## config.mk

```make
export PLATFORM = sky130hd
export DESIGN_NAME = pdesc_check
export DESIGN_NICKNAME = d
export VERILOG_FILES = /design/src/rtl/pdesc_pkg.sv /design/src/rtl/pdesc_decode.sv /design/src/rtl/pdesc_walk_state.sv /design/src/rtl/pdesc_check.sv
export SDC_FILE = /design/constraint.sdc
export NUM_CORES = 1
export LEC_CHECK = 0
export BUFFER_PORTS_ARGS = -buffer_cell sky130_fd_sc_hd__buf_2
export CORE_ASPECT_RATIO = 1.5
export CORE_UTILIZATION = 48
export CTS_CLUSTER_SIZE = 10
export DETAILED_ROUTE_END_ITERATION = 7
export PLACE_DENSITY = 0.79
export SYNTH_ARGS = -nofsm -noshare
export SYNTH_HDL_FRONTEND = slang
export SYNTH_SLANG_ARGS = --single-unit
```

## constraint.sdc

```tcl
create_clock -name clk -period 1.5 [get_ports clk]
set_input_delay 0.15 -clock clk [delete_from_list [all_inputs] [get_ports clk]]
set_output_delay 0.15 -clock clk [all_outputs]
set_load 0.01 [all_outputs]
```

## src/rtl/pdesc_pkg.sv

```systemverilog
package pdesc_pkg;
  typedef enum logic [1:0] {
    ACT_FAULT    = 2'd0,
    ACT_DESCEND  = 2'd1,
    ACT_INDIRECT = 2'd2,
    ACT_DONE     = 2'd3
  } act_e;

  typedef enum logic [1:0] {
    FLT_NONE    = 2'd0,
    FLT_INVALID = 2'd1,
    FLT_PROT    = 2'd2,
    FLT_HOPS    = 2'd3
  } flt_e;

  localparam int unsigned BIT_WP    = 2;
  localparam int unsigned BIT_USED  = 3;
  localparam int unsigned BIT_MOD   = 4;
  localparam int unsigned BIT_SUPER = 7;
  localparam int unsigned BIT_GLOB  = 10;
  localparam int unsigned BIT_RSV0  = 11;
  localparam int unsigned BIT_RSV1  = 12;
endpackage

```

## src/rtl/pdesc_decode.sv

```systemverilog
module pdesc_decode
  import pdesc_pkg::*;
#(
  parameter int unsigned DW      = 32,
  parameter int unsigned TBL_LSB = 9,
  parameter int unsigned PG_LSB  = 13,
  parameter int unsigned IND_LSB = 2
) (
  input  logic [DW-1:0] desc,
  input  logic          is_page,
  input  logic          is_write,
  input  logic          is_super,
  input  logic          wp_base,
  input  logic          ind_base,
  output act_e          act,
  output flt_e          flt,
  output logic [DW-1:0] addr,
  output logic          wb_req,
  output logic [DW-1:0] wb_word,
  output logic          wp_cur,
  output logic          wp_next,
  output logic          ind_next
);
  logic up_res, pg_inv, pg_ind, pg_res, prot, set_u, set_m;

  always_comb begin
    up_res = desc[1];
    pg_inv = (desc[1:0] == 2'b00);
    pg_ind = (desc[1:0] == 2'b10);
    pg_res = desc[0];
    wp_cur = wp_base | desc[BIT_WP];
    prot   = (is_write & wp_cur) | (desc[BIT_SUPER] & ~is_super);

    act      = ACT_FAULT;
    flt      = FLT_NONE;
    addr     = '0;
    wp_next  = wp_base;
    ind_next = ind_base;

    if (!is_page) begin
      wp_next = wp_cur;
      if (up_res) begin
        act  = ACT_DESCEND;
        addr = {desc[DW-1:TBL_LSB], {TBL_LSB{1'b0}}};
      end else begin
        flt = FLT_INVALID;
      end
    end else if (pg_inv) begin
      flt = FLT_INVALID;
    end else if (pg_ind) begin
      ind_next = 1'b1;
      if (ind_base) begin
        flt = FLT_HOPS;
      end else begin
        act  = ACT_INDIRECT;
        addr = {desc[DW-1:IND_LSB], {IND_LSB{1'b0}}};
      end
    end else if (pg_res && prot) begin
      flt = FLT_PROT;
    end else begin
      act  = ACT_DONE;
      addr = {desc[DW-1:PG_LSB], {PG_LSB{1'b0}}};
    end

    set_u   = ~desc[BIT_USED];
    set_m   = (act == ACT_DONE) & is_write & ~desc[BIT_MOD];
    wb_req  = (act != ACT_FAULT) & (set_u | set_m);
    wb_word = desc;
    wb_word[BIT_USED] = 1'b1;
    if (set_m) wb_word[BIT_MOD] = 1'b1;
  end
endmodule

```

## src/rtl/pdesc_walk_state.sv

```systemverilog
module pdesc_walk_state (
  input  logic clk,
  input  logic rst_n,
  input  logic en,
  input  logic first,
  input  logic wp_next,
  input  logic ind_next,
  output logic wp_base,
  output logic ind_base
);
  logic wp_q, ind_q;

  always_comb begin
    wp_base  = first ? 1'b0 : wp_q;
    ind_base = first ? 1'b0 : ind_q;
  end

  always_ff @(posedge clk or negedge rst_n) begin
    if (!rst_n) begin
      wp_q  <= 1'b0;
      ind_q <= 1'b0;
    end else if (en) begin
      wp_q  <= wp_next;
      ind_q <= ind_next;
    end
  end
endmodule

```

## src/rtl/pdesc_check.sv

```systemverilog
module pdesc_check
  import pdesc_pkg::*;
#(
  parameter int unsigned DW      = 32,
  parameter int unsigned TBL_LSB = 9,
  parameter int unsigned PG_LSB  = 13,
  parameter int unsigned IND_LSB = 2
) (
  input  logic          clk,
  input  logic          rst_n,
  input  logic          in_valid,
  input  logic          walk_first,
  input  logic [DW-1:0] desc_in,
  input  logic          lvl_page,
  input  logic          acc_write,
  input  logic          acc_super,
  input  logic          page_8k,
  output logic          out_valid,
  output logic [1:0]    action,
  output logic [1:0]    fault_kind,
  output logic [DW-1:0] next_addr,
  output logic          wb_req,
  output logic [DW-1:0] wb_word,
  output logic [1:0]    cache_mode,
  output logic [1:0]    user_attr,
  output logic          global_pg,
  output logic [1:0]    rsv_bits,
  output logic          wp_eff
);
  act_e          d_act;
  flt_e          d_flt;
  logic [DW-1:0] d_addr, d_wbw;
  logic          d_wb, d_wp, wp_nx, ind_nx, wp_b, ind_b;
  logic [1:0]    d_rsv;

  pdesc_walk_state u_state (
    .clk(clk), .rst_n(rst_n), .en(in_valid), .first(walk_first),
    .wp_next(wp_nx), .ind_next(ind_nx), .wp_base(wp_b), .ind_base(ind_b)
  );

  pdesc_decode #(.DW(DW), .TBL_LSB(TBL_LSB), .PG_LSB(PG_LSB), .IND_LSB(IND_LSB)) u_dec (
    .desc(desc_in), .is_page(lvl_page), .is_write(acc_write), .is_super(acc_super),
    .wp_base(wp_b), .ind_base(ind_b), .act(d_act), .flt(d_flt), .addr(d_addr),
    .wb_req(d_wb), .wb_word(d_wbw), .wp_cur(d_wp), .wp_next(wp_nx), .ind_next(ind_nx)
  );

  always_comb begin
    d_rsv = {page_8k ? 1'b0 : desc_in[BIT_RSV1], desc_in[BIT_RSV0]};
  end

  always_ff @(posedge clk or negedge rst_n) begin
    if (!rst_n) begin
      out_valid <= 1'b0;
    end else begin
      out_valid <= in_valid;
    end
  end

  always_ff @(posedge clk or negedge rst_n) begin
    if (!rst_n) begin
      action     <= 2'd0;
      fault_kind <= 2'd0;
      next_addr  <= '0;
      wb_req     <= 1'b0;
      wb_word    <= '0;
      cache_mode <= 2'd0;
      user_attr  <= 2'd0;
      global_pg  <= 1'b0;
      rsv_bits   <= 2'd0;
      wp_eff     <= 1'b0;
    end else if (in_valid) begin
      action     <= d_act;
      fault_kind <= d_flt;
      next_addr  <= d_addr;
      wb_req     <= d_wb;
      wb_word    <= d_wbw;
      cache_mode <= desc_in[6:5];
      user_attr  <= desc_in[9:8];
      global_pg  <= desc_in[BIT_GLOB];
      rsv_bits   <= d_rsv;
      wp_eff     <= d_wp;
    end
  end
endmodule

```

==> results by group <==
Final layout
  • Nets: 438
  • Layout cells sized above 1: 38.0%
  • Final core occ: 64.3%
  • ANT cells: 0
  • Most frequent cells in the layout: 113 x buf_2, 72 x dfrtp_1, 63 x inv_1, 34 x nand2_1, 29 x o21ai_0
  • Synth-to-Final Area Change: 27.9%
  • Commonest non-fill, non-tap cell in the layout: buf_2

Setup path
  • Worst Setup End Kind: flip-flop
  • WS Path Type: reg -> reg
  • Crit start category: flip-flop
  • Critical Path RT: 1710 ps
  • Crit-path leading delay family: compound AO/OA/AOI/OAI gates
  • Crit path max-delay cell type: dfrtp_1
  • Critical path arrival: 1550 ps
  • Crit-path cells: nor2b_2 > o21ai_2 > a22oi_2 > buf_12 > o22ai_1
  • Critical path depth: 5
  • Max incr delay on CP: 350 ps
  • Worst Reg-to-Reg Cells: 5
  • Critical path peak fanout: 20
  • CP bufs+invs: 1

Global routing
  • First-pass GRT wire length: 10.3 mm
  • Initial antenna violation count: 0
  • Vias in the first global route: 2229
  • GRT Overall Usage: 21.1%
  • Largest net degree at the start of global routing: 39
  • GRT Residual Overflow: 0

Routing
  • Final WL: 6.27 mm
  • Initial drt markers: 111
  • DR WL/cell: 13.2 um
  • Avg Vias per Cell: 4.79
  • Detailed Routing Iterations Pass 1: 4
  • Number of remaining DRC errors: 0
  • Vias: 2277
  • Routed Antenna Nets: 0

Placement
  • Number of port buffers: 115
  • HPWL after detailed placement: 4.56 mm
  • Placer Congestion: 0.776

Synth
  • Post-synthesis sequential area ratio: 61.0%
  • Synth area leaders: dfrtp_1 61%, inv_1 8.0%, o22ai_1 5.1%
  • Post-Synthesis Cells: 288
  • Mapped Area: 2950 um^2
  • YS warnings: 0
  • Ys flop type: dfrtp_1
  • Number of synthesized register bits: 72
  • Asr flop ratio synth: 100%
  • Area leader, netlist: dfrtp_1
  • Synth top area share: 61.0%
  • Number of synthesized flops with an enable pin: 0
  • Netlist cell types: 32
  • Synth Area per Inst: 10.3 um^2

Power and ir drop
  • Cell Int Power: 3.25 mW
  • Switching Fraction: 26.3%
  • Comb pwr share: 15.7%
  • Psw: 1.16 mW
  • Clock share of power: 34.7%
  • Max VDD drop: 0.695 mV
  • LEAKAGE: 2.00 nW
  • Register share of total power: 49.6%
  • Pwr dens: 1170 nW/um^2

Timing
  • RSZ-0062 raised after global routing: no
  • Clk_skew: 5.73 ps
  • Maximum clock rate: 750 MHz
  • Period Utilization, post-route: 88.9%
  • Hold Vio Cnt, Final: 0
  • Fin. max-slew vios: 0
  • Final setup fails: 0
  • Setup tns final: 0 ps
  • Crit path time final: 1330 ps

Floorplan
  • Die width: 66.0 um
  • Initial Util: 50.3%
  • Total die area: 6480 um^2
  • Floorplan row count: 34
  • Core area: 5870 um^2
  • Io pins: 118
  • Die height: 98.1 um

Run status
  • Status: finished, final reports clean

Clock network
  • Reg clk slew, reported paths: 70 ps
  • Worst-Skew Late Latency: 340 ps
  • PostCTS Resize Cnt: 0
  • Clock Sink Count: 72
  • Clock root buffer master: clkbuf_8
  • Post-CTS Setup Bufs: 0
  • Hold buffer count at cts: 1
  • H-tree Lvls: 3
  • Clock tree buffer depth: 2
  • CTS buffer count: 9
  • CTS tree: done

Min path
  • Hold path depth: 3
  • Min-Delay Path Class: in -> reg

Job
  • Maximum capacitance violations: 0
-- registers in the layout, indices dropped and copies added (netlist names) --
name           count
action             2
fault_kind         2
next_addr         30
out_valid          1
rsv_bits           1
u_state.ind_q      1
u_state.wp_q       1
wb_req             1
wb_word           32
wp_eff             1
-- logic make-up after synthesis --
kind of cell,Yosys count,share of synthesized area [%]
mux,3,1.14
other cells,1,0.127
buf+inv,87,12.8
compound gates,77,17.5
flops,72,61.0
simple gates,48,7.42
-- cells in the mapped netlist, types with 2 or more instances --
master / count
a21oi_1: 4
a22oi_1: 2
a31oi_1: 2
buf_2: 6
buf_4: 10
clkbuf_1: 7
dfrtp_1: 72
inv_1: 63
mux2_2: 3
nand2_1: 34
nand2b_1: 2
nor2_1: 5
o21ai_0: 29
o21ai_2: 2
o22ai_1: 24
o22ai_2: 7
-- metrics by stage --
stage	area, um^2	total power [mW]	hold slack, ps	worst slack (ps)	cells
finish	3780	4.41	35.2	166	475
global route	3780	4.62	39.9	46.9	475
CTS	3780	4.46	23.2	159	475
detailed placement	3570	2.93	132	170	458
global placement	3570	2.90	123	242	458
floorplan	2960	2.60	-146	323	289
-- power groups by stage --
stage / sequential (mW) / combinational, mW / clock [mW]
after floorplan: 2.30 / 0.298 / 0
after global placement: 2.22 / 0.684 / 0
after detailed placement: 2.22 / 0.703 / 0
after CTS: 2.19 / 0.705 / 1.57
after global routing: 2.21 / 0.772 / 1.63
final: 2.19 / 0.693 / 1.53
-- final timing paths --
path,from,endpoint,slack (ps)
setup / recovery,u_state.ind_q,next_addr[24],170
hold / removal,desc_in[20],wb_word[20],40
setup reg to reg,u_state.ind_q,next_addr[24],170
hold reg to reg,wb_word[3],wb_word[3],470
max in group asynchronous,rst_n,out_valid,610
min in group asynchronous,rst_n,wb_word[18],330
-- metal layers --
layer	global-route usage [%]	wire [um]	up-vias
met1	25.1	2480	1061
met5	0	0	-
li1	-	-	1140
met3	3.27	232	13
met2	35.1	3390	63
met4	12.4	171	0
-- worst register-to-register path: stages (launching register included) --
cell	delay [ps]
dfrtp_1	350
nor2b_2	250
o21ai_2	90
a22oi_2	230
buf_12	190
o22ai_1	100
-- final cells by class --
type,instances,area [um^2]
sequential,72,1800
multi-input combinational,130,776
inverter,63,236
clock buffer,13,159
tap,72,90.1
timing repair buffer,122,673
clock inverter,3,40.0
fill,505,2090
(Power assumes the default switching activity.)
